`src/rtl/pp_pkg.sv`:
```
package pp_pkg;

    typedef enum logic [1:0] {
        CTL_IDLE = 2'd0,
        CTL_RUN  = 2'd1,
        CTL_STOP = 2'd2
    } ctl_state_e;

    localparam int NUM_BANKS = 2;

    function automatic int idx_width(input int n);
        return (n <= 2) ? 1 : $clog2(n);
    endfunction

    function automatic logic [NUM_BANKS-1:0] bank_mask(input logic bank, input logic en);
        logic [NUM_BANKS-1:0] m;
        m = '0;
        if (en) m[bank] = 1'b1;
        return m;
    endfunction

endpackage

```
`src/rtl/pp_fill_sched.sv`:
```
module pp_fill_sched
    import pp_pkg::*;
(
    input  logic                 clk,
    input  logic                 rst,
    input  logic                 clear,
    input  logic                 enable,
    input  logic [NUM_BANKS-1:0] full,
    input  logic                 drain_req,
    input  logic                 drain_bank,
    input  logic                 fill_done,
    output logic                 fill_req,
    output logic                 fill_bank
);
    logic wr_sel;
    logic target_free;

    // the bank may be written only when empty and not being read
    assign target_free = !full[wr_sel] && !(drain_req && (drain_bank == wr_sel));

    always_ff @(posedge clk) begin
        if (rst || clear) begin
            fill_req <= 1'b0;
            wr_sel   <= 1'b0;
        end else if (fill_req) begin
            if (fill_done) begin
                fill_req <= 1'b0;
                wr_sel   <= ~wr_sel;
            end
        end else if (enable && target_free) begin
            fill_req <= 1'b1;
        end
    end

    assign fill_bank = wr_sel;

endmodule

```
`src/rtl/pp_drain_sched.sv`:
```
module pp_drain_sched
    import pp_pkg::*;
(
    input  logic                 clk,
    input  logic                 rst,
    input  logic                 clear,
    input  logic                 enable,
    input  logic                 abort,
    input  logic [NUM_BANKS-1:0] full,
    input  logic [NUM_BANKS-1:0] landing,
    input  logic                 drain_done,
    output logic                 issue,
    output logic                 drain_req,
    output logic                 drain_bank,
    output logic                 underrun
);
    logic rd_sel;
    logic other_sel;
    logic next_ready;

    assign other_sel  = ~rd_sel;
    assign next_ready = full[other_sel] | landing[other_sel];
    assign issue      = enable && !drain_req && full[rd_sel];

    always_ff @(posedge clk) begin
        if (rst || clear) begin
            drain_req <= 1'b0;
            rd_sel    <= 1'b0;
            underrun  <= 1'b0;
        end else if (abort) begin
            drain_req <= 1'b0;
            underrun  <= 1'b0;
        end else if (drain_req) begin
            if (drain_done) begin
                drain_req <= 1'b0;
                rd_sel    <= other_sel;
                underrun  <= !next_ready;
            end
        end else if (issue) begin
            drain_req <= 1'b1;
            underrun  <= 1'b0;
        end
    end

    assign drain_bank = rd_sel;

endmodule

```
`src/rtl/pp_chunk_ctr.sv`:
```
module pp_chunk_ctr #(
    parameter int CHUNKS = 10,
    parameter int CW     = 4
) (
    input  logic          clk,
    input  logic          rst,
    input  logic          clear,
    input  logic          issue,
    input  logic          done,
    output logic          frame_start,
    output logic [CW-1:0] idx
);
    localparam logic [CW-1:0] LAST = CW'(CHUNKS - 1);

    always_ff @(posedge clk) begin
        if (rst || clear) begin
            idx         <= '0;
            frame_start <= 1'b0;
        end else begin
            frame_start <= issue && (idx == '0);
            if (done) idx <= (idx == LAST) ? '0 : idx + 1'b1;
        end
    end

endmodule

```
`src/rtl/pingpong_bank_ctrl.sv`:
```
module pingpong_bank_ctrl
    import pp_pkg::*;
#(
    parameter  int CHUNK_BYTES = 15360,
    parameter  int FRAME_BYTES = 153600,
    localparam int CHUNKS      = FRAME_BYTES / CHUNK_BYTES,
    localparam int CW          = idx_width(CHUNKS)
) (
    input  logic                 clk,
    input  logic                 rst,
    input  logic                 start,
    input  logic                 stop,
    input  logic                 fill_done,
    input  logic                 drain_done,
    output logic                 fill_req,
    output logic                 fill_bank,
    output logic                 drain_req,
    output logic                 drain_bank,
    output logic                 frame_start,
    output logic [CW-1:0]        chunk_index,
    output logic [NUM_BANKS-1:0] bank_full,
    output logic                 underrun,
    output logic                 busy
);
    ctl_state_e           state;
    logic                 primed;
    logic                 clear;
    logic                 stop_exit;
    logic                 issue;
    logic [NUM_BANKS-1:0] landing;
    logic [NUM_BANKS-1:0] emptied;

    assign clear     = (state == CTL_IDLE);
    assign stop_exit = (state == CTL_STOP) && (!fill_req || fill_done);
    assign landing   = bank_mask(fill_bank, fill_req && fill_done);
    assign emptied   = bank_mask(drain_bank, drain_req && drain_done);

    always_ff @(posedge clk) begin
        if (rst) begin
            state <= CTL_IDLE;
        end else begin
            case (state)
                CTL_IDLE: if (start) state <= CTL_RUN;
                CTL_RUN:  if (stop)  state <= CTL_STOP;
                CTL_STOP: if (stop_exit) state <= CTL_IDLE;
                default:  state <= CTL_IDLE;
            endcase
        end
    end

    always_ff @(posedge clk) begin
        if (rst || clear)             primed <= 1'b0;
        else if (&bank_full)          primed <= 1'b1;
    end

    for (genvar b = 0; b < NUM_BANKS; b++) begin : g_flag
        always_ff @(posedge clk) begin
            if (rst || clear || stop_exit) bank_full[b] <= 1'b0;
            else if (landing[b])           bank_full[b] <= 1'b1;
            else if (emptied[b])           bank_full[b] <= 1'b0;
        end
    end

    pp_fill_sched u_fill (
        .clk        (clk),
        .rst        (rst),
        .clear      (clear),
        .enable     ((state == CTL_RUN) && !stop),
        .full       (bank_full),
        .drain_req  (drain_req),
        .drain_bank (drain_bank),
        .fill_done  (fill_done),
        .fill_req   (fill_req),
        .fill_bank  (fill_bank)
    );

    pp_drain_sched u_drain (
        .clk        (clk),
        .rst        (rst),
        .clear      (clear),
        .enable     ((state == CTL_RUN) && primed && !stop),
        .abort      (stop),
        .full       (bank_full),
        .landing    (landing),
        .drain_done (drain_done),
        .issue      (issue),
        .drain_req  (drain_req),
        .drain_bank (drain_bank),
        .underrun   (underrun)
    );

    pp_chunk_ctr #(.CHUNKS(CHUNKS), .CW(CW)) u_chunk (
        .clk         (clk),
        .rst         (rst),
        .clear       (clear),
        .issue       (issue),
        .done        (drain_req && drain_done),
        .frame_start (frame_start),
        .idx         (chunk_index)
    );

    assign busy = (state != CTL_IDLE);

endmodule

```
`config.mk`:
```
export PLATFORM = sky130hd
export DESIGN_NAME = pingpong_bank_ctrl
export DESIGN_NICKNAME = d
export VERILOG_FILES = /design/src/rtl/pp_pkg.sv /design/src/rtl/pp_fill_sched.sv /design/src/rtl/pp_drain_sched.sv /design/src/rtl/pp_chunk_ctr.sv /design/src/rtl/pingpong_bank_ctrl.sv
export SDC_FILE = /design/constraint.sdc
export NUM_CORES = 1
export LEC_CHECK = 0
export ABC_AREA = 0
export BUFFER_PORTS_ARGS = -buffer_cell sky130_fd_sc_hd__buf_2
export CORE_UTILIZATION = 49
export DETAILED_ROUTE_END_ITERATION = 6
export GPL_ROUTABILITY_DRIVEN = 0
export PLACE_DENSITY_LB_ADDON = 0.25
export SKIP_LAST_GASP = 1
export SLEW_MARGIN = 20
export SYNTH_ARGS = -nofsm -noshare
export SYNTH_HDL_FRONTEND = slang
export SYNTH_SLANG_ARGS = --single-unit
```
`constraint.sdc`:
```
create_clock -name clk -period 1.8 [get_ports clk]
set_clock_uncertainty 0.05 [all_clocks]
set_input_delay 0.18 -clock clk [delete_from_list [all_inputs] [get_ports clk]]
set_output_delay 0.18 -clock clk [all_outputs]
set_load 0.02 [all_outputs]
```
==> results of run 1 <==
## registers in the layout, summed over array words and instances (netlist names)
| name | count |
|---|---|
| u_drain.drain_req | 1 |
| u_chunk.frame_start | 1 |
| bank_full | 2 |
| u_fill.fill_bank | 1 |
| u_fill.fill_req | 1 |
| state | 2 |
| u_drain.drain_bank | 1 |
| u_drain.underrun | 1 |
| u_chunk.idx | 4 |
| primed | 1 |
## cell usage after synthesis (2+ instances only)
library cell and number:
sky130_fd_sc_hd__xor2_1 3, sky130_fd_sc_hd__o21bai_1 2, sky130_fd_sc_hd__a21oi_1 8, sky130_fd_sc_hd__nand2_1 5, sky130_fd_sc_hd__nand3b_1 4, sky130_fd_sc_hd__nor2_1 6
sky130_fd_sc_hd__nor2b_1 2, sky130_fd_sc_hd__inv_1 2, sky130_fd_sc_hd__nand3_1 2, sky130_fd_sc_hd__or3_1 2, sky130_fd_sc_hd__dfxtp_1 15, sky130_fd_sc_hd__o21ai_0 2
## path summary, 6_finish.rpt
check,start,end,slack (ns)
setup reg to reg,state[0],u_drain.drain_req,0.14
setup / recovery,state[0],u_drain.drain_req,0.14
hold reg to reg,primed,primed,0.42
hold / removal,rst,state[1],0.05
## cell families after synthesis
logic type | count (synthesis) | share of synthesized area (%)
AO/OA/AOI/OAI | 19 | 18.55
XOR/XNOR | 4 | 4.948
buffers and inverters | 4 | 3.711
flip-flops | 15 | 42.40
multiplexers | 2 | 3.003
AND/OR/NAND/NOR | 31 | 27.39
## area by class of cell
cell class                 count  area, um2
clock buffer                   4      26.28
fill                         117      470.5
inverter                       2      7.507
multi-input combinational     56      381.6
sequential                    15      300.3
tap                           15      18.77
timing repair buffer          21      112.6
## power groups by stage
stage                     clock network, uW  registers [uW]  logic [uW]
after floorplan                           0             346        19.2
after global placement                    0             346        37.2
after detailed placement                  0             346        37.9
after CTS                               194             338        38.0
after global routing                    214             339        42.6
final                                   188             338        38.0
## through the flow
step	cell area (um2)	setup slack, ns	hold slack (ns)	total power [uW]
floorplan	708.2	0.2130	0.1991	364.9
finish	847.1	0.1353	0.04721	564.6
global route	847.1	0.06952	0.04328	595.8
CTS	847.1	0.1289	0.04444	570.2
detailed placement	820.8	0.1276	0.3455	384.0
global placement	820.8	0.1786	0.3309	382.7
## metal layers
layer	part of all wire, %	global-route usage, %	wire [um]
met5	0	0	0
met1	46	21.72	651
met2	49	35.89	683
met3	4.8	10.00	67
met4	0	5.172	0
==> results.md, run 1 <==
Finish:
- In the layout the commonest cells are sky130_fd_sc_hd__buf_2, sky130_fd_sc_hd__dfxtp_1, sky130_fd_sc_hd__a21oi_1.
- For this run, the number of standard cells in the final layout without fillers is roughly 110.
- Compared with the post-synthesis result, the final layout area differs by 19.61%.
- 0 antenna diodes ended up in the layout.
- The post-layout utilization of the core is between 60% and 70%.
- The commonest non-fill, non-tap cell in the layout is sky130_fd_sc_hd__buf_2.
- The net count of the finished layout is about 110.
- In the final layout, the share of cells above drive strength 1 is roughly 30%.

Yosys:
- The most used flip-flop cell after synthesis is sky130_fd_sc_hd__dfxtp_1.
- The largest total area in the synthesized netlist belongs to sky130_fd_sc_hd__dfxtp_1.
- By area the synthesized netlist is led by sky130_fd_sc_hd__dfxtp_1, sky130_fd_sc_hd__a21oi_1, sky130_fd_sc_hd__nand3b_1.
- The share of flip-flops with an asynchronous set or reset is 0%.
- In this run the biggest area consumer among cell types represents a little over two fifths of the synthesized area.
- The number of flops mapped to enable cells by yosys is 0.
- During synthesis, Yosys emitted a total of 0 warnings.
- Synthesis inferred 15 register bits.
- The average cell area after synthesis is ~9.4 um2.
- The sequential fraction of the synthesis area is between 40% and 50%.
- The net count after synthesis is between 80 and 90.
- The post-synthesis cell count is 75.
- The number of library cell types mapped by synthesis is 34.
- After synthesis the cells add up to between 700 and 800 um2.

Worst hold path:
- The path type of the worst min-delay path is primary input to flop.
- Along the worst hold path, the cell count comes to 2.

Power:
- The switching part of the total power is between 20 and 25%.
- In this run the static leakage power is ~0.00034 uW.
- The share of total power dissipated in combinational logic is about 6.7%.
- The maximum resistive drop on vdd is 0.3879 mV.
- The sequential group share of total power is 59.9%.
- The power share of the clock group is about a third.
- Internal power comes to between 400 and 500 uW.
- Power spread over the standard cell area amounts to ~670 mW/mm2.
- The analysis attributes to net switching a power of between 100 and 150 uW.

Global routing:
- The via count of the first global-routing pass came to approximately 490.
- The pin count of the biggest net entering global routing is 10.
- The wire length of the first global-routing pass is 2118 um.
- The global router's overall resource usage is around 20%.
- For this run the aggregate overflow at the end of global routing stands at 0.
- The initial antenna violation count is 0.

Place:
- Including well taps, the total number of placed cells is 109.
- Detailed placement ended at an HPWL of between 1000 and 1500 um.
- In this run the tool buffered the top-level ports with 18 buffer cells.

STA:
- Setup violations remaining at the end of the flow were counted as 0.
- The max-slew violation total from the final report came to 0.
- After layout, the worst path uses around 90% of the clock period.
- Setup total negative slack on the finished layout was measured at 0 ns.
- For the pin with the worst max-slew slack, the measured transition is a little over 0.5 ns.
- The hold violation total from the final report came to 0.
- The time the worst path needs with I/O delays and setup is approximately 1.7 ns.
- For this run, the top clock speed supported by timing is between 0.6 and 0.7 GHz.
- Headroom to the max-slew limit came out at 65.53%.
- Setup repair after global routing left no endpoint under its margin.

Clocking:
- The cell sitting at the root of the clock tree is a sky130_fd_sc_hd__clkbuf_4.
- The number of sinks on the clock net is 15.
- In this run the number of H-tree levels came out at 1.
- TritonCTS built the clock tree.
- The post-CTS clock slew at the launch and capture registers of the worst setup and hold paths is around 0.09 ns.
- The clock passes through at most 2 buffers.
- The number of buffers inserted for hold repair after clock tree synthesis is 0.
- The later pin in the worst-skew pair is clocked with a latency of about 0.28 ns.
- The post-cts sizing count is 0.
- The number of clock buffers inserted by TritonCTS is 3.
- Buffers added to address setup during post-CTS repair amount to 0.

Routing:
- The DRC marker count from the first detailed-route iteration is 13.
- The final routed DRC violation total is 0.
- The number of nets with antenna violations after detailed routing is 0.
- The final routed wire length divided by cell count is roughly 12 um.
- The via count of the routed design is between 600 and 700.
- The detailed-route wire length is around 1400 um.
- The first detailed-routing pass ran for 4 iterations.
- Dividing the detail-routed via count by the number of cells gives 5.699.

Floorplan:
- The count of pins on the block boundary is 19.
- Measured along the y axis, the die boundary spans about 40 um.
- The die area is 0.001601 mm2.
- Row generation in the floorplan step produced 13 rows.
- In this run the horizontal extent of the chip is between 40 and 50 um.
- The floorplan step defined a core boundary enclosing around 0.0013 mm2.
- For this configuration, the core starts out at a cell density of between 50% and 60%.

Outcome:
- The run finished with clean final reports.

Run:
- The number of maximum-capacitance violations is 0.

Setup path:
- The family of cells with the greatest summed delay on the critical path is simple AND/OR/NAND/NOR gates.
- Traced cell by cell, the critical path runs through or3b_1, or4b_4, a211oi_2.
- The slowest cell on the critical path is sky130_fd_sc_hd__or4b_4.
- The count of buffering cells on the critical path with inverters included is 0.
- The data arrival time of the critical path is 1.83 ns.
- The logic depth of the worst register-to-register path is 3.
- Data on the critical path is required at its endpoint by slightly below 2 ns.
- In this run the number of cells on the critical path is 3.
- The delay of the slowest cell on the worst path is approximately 0.56 ns.
- By startpoint and endpoint, the worst setup path is classified as flop to flop.
- Along the worst path, the maximum fanout reaches 6.
- STA classifies the critical path endpoint as a flop.
- STA classifies the critical path startpoint as a flop.
Note: power is estimated with default switching activity, not from simulation.
==> run 2, diff against run 1 <==
--- a/config.mk
+++ b/config.mk
@@ -7,9 +7,8 @@
 export LEC_CHECK = 0
 export ABC_AREA = 0
 export BUFFER_PORTS_ARGS = -buffer_cell sky130_fd_sc_hd__buf_2
-export CORE_UTILIZATION = 49
+export CORE_UTILIZATION = 53
 export DETAILED_ROUTE_END_ITERATION = 6
-export GPL_ROUTABILITY_DRIVEN = 0
 export PLACE_DENSITY_LB_ADDON = 0.25
 export SKIP_LAST_GASP = 1
 export SLEW_MARGIN = 20
==> constraint.sdc (replaced) <==
create_clock -name clk -period 1.97 [get_ports clk]
set_clock_uncertainty 0.05 [all_clocks]
set_input_delay 0.197 -clock clk [delete_from_list [all_inputs] [get_ports clk]]
set_output_delay 0.197 -clock clk [all_outputs]
set_load 0.02 [all_outputs]
==> run 2 against run 1 <==
Sequential share of layout area stayed put. Power is 9.1% lower. Non-clock buffer count stayed put. Register-to-register slack better by 0.14 ns. Combinational power is 11% lower. Wire length is 1.1% higher. Worst hold slack worse by 0.00064 ns. Global-route usage is 2.6 points higher. Via count is 2.8% lower. Critical endpoint unchanged. Highest routed layer is now met4.
==> results.md, run 2 (synthesized netlist as in run 1, its figures left out) <==
Outcome:
- Outcome: completed (unchanged).

Finish:
- The antenna diode count came to 0 (unchanged).
- The post-synthesis to final-layout area growth was 19.61% (unchanged).
- Commonest cells after routing, fill and taps aside: sky130_fd_sc_hd__buf_2, sky130_fd_sc_hd__dfxtp_1, sky130_fd_sc_hd__a21oi_1 (unchanged).
- The fraction of final layout cells with drive strength greater than 1 is 30.61% (was 29.59%).
- The number of nets at the end of the flow came to 105 (unchanged).
- The commonest non-fill, non-tap cell in the layout is sky130_fd_sc_hd__buf_2 (unchanged).
- The total area of sequential cells was 300.3 um2 (unchanged).
- The multi-input combinational cell area is 381.6 um2 (unchanged).
- The number of filler instances in the final layout was 93 (was 117).
- Top Registers: u_chunk.idx x4, bank_full x2, state x2 (unchanged).
- The final cell count without fillers is 112 (was 113).
- The flip-flop count of the largest register after layout was 4 (unchanged).
- The register name with the most flops is u_chunk.idx (unchanged).

STA:
- The max-slew violation total from the final report is 0 (unchanged).
- The time the worst path needs with I/O delays and setup is 1.696 ns (was 1.665 ns).
- The transition time of the tightest slew-check pin came to 0.3139 ns (was 0.5159 ns).
- The setup-violating endpoint count in the final report is 0 (unchanged).
- The total negative slack for setup checks is 0 ns (unchanged).
- The worst-case headroom to the max-slew limit was 79.04% (was 65.53%).
- The peak clock frequency supported by timing is 0.5896 GHz (was 0.6007 GHz).
- The final period utilization was 86.09% (was 92.48%).
- Setup repair after global routing missed its margin: no (unchanged).
- The hold violation total from the final report is 0 (unchanged).

Routing:
- The detailed-route wire length came to 1418 um (was 1402 um).
- The number of nets with antenna violations after detailed routing came to 0 (unchanged).
- The final routed DRC violation total came to 0 (unchanged).
- The DRC marker count from the first detailed-route iteration is 14 (was 13).
- The number of vias per cell after detailed routing came to 5.589 (was 5.699).
- The iteration count of the initial detailed-routing pass came to 4 (unchanged).
- The via count of the routed design is 626 (was 644).
- The final routed wire length divided by cell count was 12.66 um (was 12.41 um).

Global routing:
- The initial antenna violation count is 0 (unchanged).
- The overall overflow remaining after global route is 0 (unchanged).
- The global router's overall resource usage came to 23.12% (was 20.51%).
- The via count of the first global-routing pass is 540 (was 489).
- The wire length of the first global-routing pass was 2277 um (was 2118 um).
- The pin count of the biggest net entering global routing is 10 (unchanged).

Clocking:
- The number of buffers inserted for hold repair after clock tree synthesis is 0 (unchanged).
- The maximum root-to-sink buffer count is 2 (unchanged).
- The post-cts sizing count is 0 (unchanged).
- The clock root buffer master is sky130_fd_sc_hd__clkbuf_4 (unchanged).
- The number of sinks on the clock net is 15 (unchanged).
- The count of buffers added by post-CTS timing repair for setup is 0 (unchanged).
- The maximum level of the CTS H-tree is 1 (unchanged).
- The post-CTS clock slew at the launch and capture registers of the worst setup and hold paths is 0.08 ns (was 0.09 ns).
- The latest clock arrival within the worst-skew pair came to 0.29 ns (was 0.28 ns).
- The TritonCTS clock tree is built (unchanged).
- The number of clock buffers inserted by TritonCTS is 3 (unchanged).

Setup path:
- The delay of the slowest cell on the worst path came to 0.57 ns (was 0.56 ns).
- The data arrival time of the critical path is 1.86 ns (was 1.83 ns).
- The family of cells with the greatest summed delay on the critical path was simple AND/OR/NAND/NOR gates (unchanged).
- The slowest cell on the critical path was sky130_fd_sc_hd__or4b_4 (unchanged).
- The type of destination of the critical path is a flop (unchanged).
- The critical setup path kind is flop to flop (unchanged).
- The sort of element at the start of the critical path is a flop (unchanged).
- The count of buffering cells on the critical path with inverters included is 0 (unchanged).
- The critical-path maximum fanout came to 6 (unchanged).
- Cell breakdown of the critical path: or3b_1, or4b_4, a211oi_2 (unchanged).
- The critical path data required time is 2.13 ns (was 1.97 ns).

Floorplan:
- The die area came to 0.001486 mm2 (was 0.001601 mm2).
- The count of standard-cell rows is 12 (was 13).
- The core outline area is 0.001171 mm2 (was 0.001318 mm2).
- The initial core utilization is 60.47% (was 53.75%).
- The count of pins on the block boundary came to 19 (unchanged).
- The chip width is 38.56 um (was 40.02 um).
- The die height is 38.56 um (was 40.02 um).

Place:
- The final RePlAce weighted congestion is between 0.7 and 0.8.
- The number of input and output port buffers inserted is 18 (unchanged).
- The instance count after placement with tap cells included is 108 (was 109).
- The placed wire-length estimate after detailed placement was 1073 um (was 1065 um).

Worst hold path:
- The path type of the worst min-delay path is primary input to flop (unchanged).

Power:
- The maximum resistive drop on vdd is 0.4639 mV (was 0.3879 mV).
- The ratio of total power to cell area is 606.0 mW/mm2 (was 666.6 mW/mm2).
- The cell leakage power is 0.0003414 uW (was 0.0003387 uW).

Run:
- The number of maximum-capacitance violations is 0 (unchanged).
run 2: cell type report:
type / count / share of cell area (%)
clock buffers: 3 / 2.659
inverters: 2 / 0.8863
clock inverters: 1 / 0.5908
flip-flops and latches: 15 / 35.45
well taps: 14 / 2.068
multi-input cells: 56 / 45.05
repair buffers: 21 / 13.29
run 2: metrics by stage:
stage               worst slack [ns]  hold slack, ns  cell area (um2)  power (uW)  util, %
floorplan                     0.3830          0.2161            708.2       333.4        -
global placement              0.3432          0.3517            819.5       349.5    69.98
detailed placement            0.2990          0.3553            819.5       349.9    69.98
CTS                           0.2723         0.03715            847.1       522.9    72.33
global route                  0.1927         0.03186            847.1       547.4    72.33
finish                        0.2740         0.04656            847.1       513.3    72.33
run 2: final timing paths:
path            start  cells past startpoint  slack, ns                end
max          state[0]                      3       0.27  u_drain.drain_req
min               rst                      2       0.05           state[1]
max reg2reg  state[0]                      3       0.27  u_drain.drain_req
min reg2reg    primed                      2       0.46             primed
run 2: worst register-to-register path: stages (launching register included):
cell and delay (ns):
sky130_fd_sc_hd__dfxtp_1 0.40, sky130_fd_sc_hd__or3b_1 0.41, sky130_fd_sc_hd__or4b_4 0.57, sky130_fd_sc_hd__a211oi_2 0.18
run 2: per-layer routing:
layer	vias to the layer above	global-route usage [%]	routed length, um
met1	286	25.90	658
met2	15	37.08	671
met4	0	10.34	10
met3	2	10.47	77
met5	-	0	0
li1	323	-	-
run 2: where the power goes:
part	leakage, uW	internal (uW)	total, uW	switching [uW]
registers	0.000121	306	309	3.44
clock network	0.0000177	75.6	170	94.8
logic	0.000203	14.5	34.0	19.5
==> run 3, diff against run 2 <==
--- a/config.mk
+++ b/config.mk
@@ -6,9 +6,10 @@
 export NUM_CORES = 1
 export LEC_CHECK = 0
 export ABC_AREA = 0
-export BUFFER_PORTS_ARGS = -buffer_cell sky130_fd_sc_hd__buf_2
-export CORE_UTILIZATION = 53
+export CORE_AREA = 2 2 39 41
 export DETAILED_ROUTE_END_ITERATION = 6
+export DIE_AREA = 0 0 41 43
+export DONT_BUFFER_PORTS = 1
 export PLACE_DENSITY_LB_ADDON = 0.25
 export SKIP_LAST_GASP = 1
 export SLEW_MARGIN = 20
==> run 3 against run 2 <==
Power is 0.91% lower. Final cell count fell by 13%. Setup slack improved by 0.027 ns. Global-route usage fell by 2.5 points. Critical path type unchanged. Largest cell class unchanged.
==> results.md, run 3 (synthesized netlist as in run 1, its figures left out) <==
Outcome:
- Outcome: completed (unchanged).

Clocking:
- The number of sinks on the clock net is 15 (unchanged).
- The post-CTS clock slew at the launch and capture registers of the worst setup and hold paths came to 0.09 ns (was 0.08 ns).
- The post-cts sizing count came to 0 (unchanged).
- The TritonCTS clock tree is built (unchanged).
- The maximum root-to-sink buffer count is 2 (unchanged).
- The clock root buffer master is sky130_fd_sc_hd__clkbuf_4 (unchanged).
- The count of buffers added by post-CTS timing repair for setup came to 0 (unchanged).
- The latest clock arrival within the worst-skew pair came to 0.28 ns (was 0.29 ns).
- The number of buffers inserted for hold repair after clock tree synthesis is 2 (was 0).
- The maximum level of the CTS H-tree is 1 (unchanged).
- The number of clock buffers inserted by TritonCTS is 3 (unchanged).

Floorplan:
- The count of standard-cell rows came to 14 (was 12).
- The initial core utilization is 51.18% (was 60.47%).
- The core outline area is 0.001384 mm2 (was 0.001171 mm2).
- The die height is 43 um (was 38.56 um).
- The die area is 0.001763 mm2 (was 0.001486 mm2).
- The chip width is 41 um (was 38.56 um).
- The count of pins on the block boundary is 19 (unchanged).

Setup path:
- The delay of the slowest cell on the worst path is 0.56 ns (was 0.57 ns).
- Cell breakdown of the critical path: or3b_1, or4b_4, a211oi_2 (unchanged).
- The critical path data required time is 2.13 ns (about the same).
- The slowest cell on the critical path was sky130_fd_sc_hd__or4b_4 (unchanged).
- The data arrival time of the critical path is 1.83 ns (was 1.86 ns).
- The critical setup path kind is flop to flop (unchanged).
- The critical-path maximum fanout is 6 (unchanged).
- The sort of element at the start of the critical path is a flop (unchanged).
- The type of destination of the critical path is a flop (unchanged).

STA:
- The transition time of the tightest slew-check pin is 0.5543 ns (was 0.3139 ns).
- The peak clock frequency supported by timing is 0.5990 GHz (was 0.5896 GHz).
- The worst-case headroom to the max-slew limit is 62.97% (was 79.04%).
- The total negative slack for setup checks is 0 ns (unchanged).
- The time the worst path needs with I/O delays and setup is 1.669 ns (was 1.696 ns).
- Setup repair after global routing missed its margin: no (unchanged).
- The final critical-path setup slack was 0.3006 ns (was 0.2740 ns).
- The hold violation total from the final report was 0 (unchanged).
- The setup-violating endpoint count in the final report is 0 (unchanged).
- The final period utilization is 84.74% (was 86.09%).
- The max-slew violation total from the final report is 0 (unchanged).

Finish:
- The summed area of non-filler cells in the final layout is 770.7 um2 (was 847.1 um2).
- The antenna diode count came to 0 (unchanged).
- The register name with the most flops is u_chunk.idx (unchanged).
- The post-layout utilization of the core is 55.70% (was 72.33%).
- The number of filler instances in the final layout is 137 (was 93).
- The post-synthesis to final-layout area growth is 8.834% (was 19.61%).
- Top Registers: u_chunk.idx x4, bank_full x2, state x2 (unchanged).
- The commonest non-fill, non-tap cell in the layout is sky130_fd_sc_hd__dfxtp_1 (was sky130_fd_sc_hd__buf_2).
- The multi-input combinational cell area was 381.6 um2 (unchanged).
- The fraction of final layout cells with drive strength greater than 1 came to 12.35% (was 30.61%).
- Commonest cells after routing, fill and taps aside: sky130_fd_sc_hd__dfxtp_1, sky130_fd_sc_hd__a21oi_1, sky130_fd_sc_hd__nor2_1 (was sky130_fd_sc_hd__buf_2, sky130_fd_sc_hd__dfxtp_1, sky130_fd_sc_hd__a21oi_1).
- The flip-flop count of the largest register after layout is 4 (unchanged).
- The total area of sequential cells is 300.3 um2 (unchanged).
- The number of nets at the end of the flow is 88 (was 105).

Global routing:
- The via count of the first global-routing pass is 567 (was 540).
- The wire length of the first global-routing pass was 2373 um (was 2277 um).
- The global router's overall resource usage is 20.67% (was 23.12%).
- The initial antenna violation count came to 0 (unchanged).
- The pin count of the biggest net entering global routing is 10 (unchanged).
- The overall overflow remaining after global route is 0 (unchanged).

Place:
- The number of input and output port buffers inserted is 0 (was 18).
- The final RePlAce weighted congestion was 0.7212 (was 0.7285).
- The pre-CTS setup slack is 0.3011 ns (was 0.2990 ns).
- The placed wire-length estimate after detailed placement is 1020 um (was 1073 um).
- The cell area reported after detailed placement is 724.4 um2 (was 819.5 um2).

Power:
- The cell leakage power is 0.0002512 uW (was 0.0003414 uW).
- The power share of the clock group is 34.5% (was 33.2%).
- The internal cell power is 394.9 uW (was 395.6 uW).
- The net switching power is 113.7 uW (was 117.7 uW).
- The maximum resistive drop on vdd was 0.3717 mV (was 0.4639 mV).
- The share of power burned in combinational logic is 4.7% (was 6.6%).
- The switching part of the total power is 22.36% (was 22.93%).
- The sequential group share of total power is 60.8% (was 60.2%).
- The ratio of total power to cell area is 659.9 mW/mm2 (was 606.0 mW/mm2).

Routing:
- The final routed wire length divided by cell count came to 14.36 um (was 12.66 um).
- The final routed DRC violation total is 0 (unchanged).
- The DRC marker count from the first detailed-route iteration was 10 (was 14).
- The number of vias per cell after detailed routing was 6.093 (was 5.589).
- The detailed-route wire length came to 1393 um (was 1418 um).
- The via count of the routed design is 591 (was 626).
- The number of nets with antenna violations after detailed routing is 0 (unchanged).
- The iteration count of the initial detailed-routing pass is 4 (unchanged).

Run:
- The number of maximum-capacitance violations came to 0 (unchanged).

Worst hold path:
- The path type of the worst min-delay path was primary input to flop (unchanged).
==> run 3: cell types whose count changed in the layout (fill, tap and decap cells not counted) <==
cell                            change
sky130_fd_sc_hd__clkinv_2           -1
sky130_fd_sc_hd__clkbuf_1           +1
sky130_fd_sc_hd__buf_4              -1
sky130_fd_sc_hd__buf_2             -18
sky130_fd_sc_hd__dlygate4sd3_1      +2
==> run 3: stage by stage <==
step	hold slack [ns]	instances	total power, uW
2_1_floorplan	0.2161	75	333.4
3_3_place_gp	0.2189	91	337.1
3_5_place_dp	0.2219	91	337.4
4_1_cts	0.0001018	97	517.3
5_1_grt	0.01459	97	537.4
6_report	0.005199	97	508.6
==> run 3: path summary, 6_finish.rpt <==
path              startpoint                end  slack (ns)  cells past startpoint
setup / recovery    state[0]  u_drain.drain_req        0.30                      3
hold / removal         start           state[0]       0.005                      2
setup reg to reg    state[0]  u_drain.drain_req        0.30                      3
hold reg to reg       primed             primed        0.43                      2
==> run 3: power by group through the flow <==
stage               Sequential (uW)  Clock [uW]  Combinational [uW]
floorplan                       316           0                17.6
detailed placement              317           0                20.6
global route                    311         200                27.1
CTS                             309         183                24.4
global placement                316           0                20.8
finish                          309         175                23.8
==> run 3: layout make-up <==
| class | count | area share [%] |
|---|---|---|
| repair buffers | 4 | 4.545 |
| inverters | 2 | 0.9740 |
| multi-input cells | 56 | 49.51 |
| flip-flops and latches | 15 | 38.96 |
| clock buffers | 4 | 3.409 |
| well taps | 16 | 2.597 |
==> run 3: layer usage <==
metal	vias up	GRT usage, %	routed length, um
met5	-	0	0
met3	4	6.806	110
met2	23	32.19	693
met4	0	12.00	21
met1	275	23.18	568
li1	289	-	-
==> run 3: worst max-delay path, delay by kind of cell, from the launching register on <==
family / cells / cell delay (ns)
DFF: 1 / 0.40
AOI/OAI and AO/OA: 1 / 0.18
and+or+nand+nor: 2 / 0.97
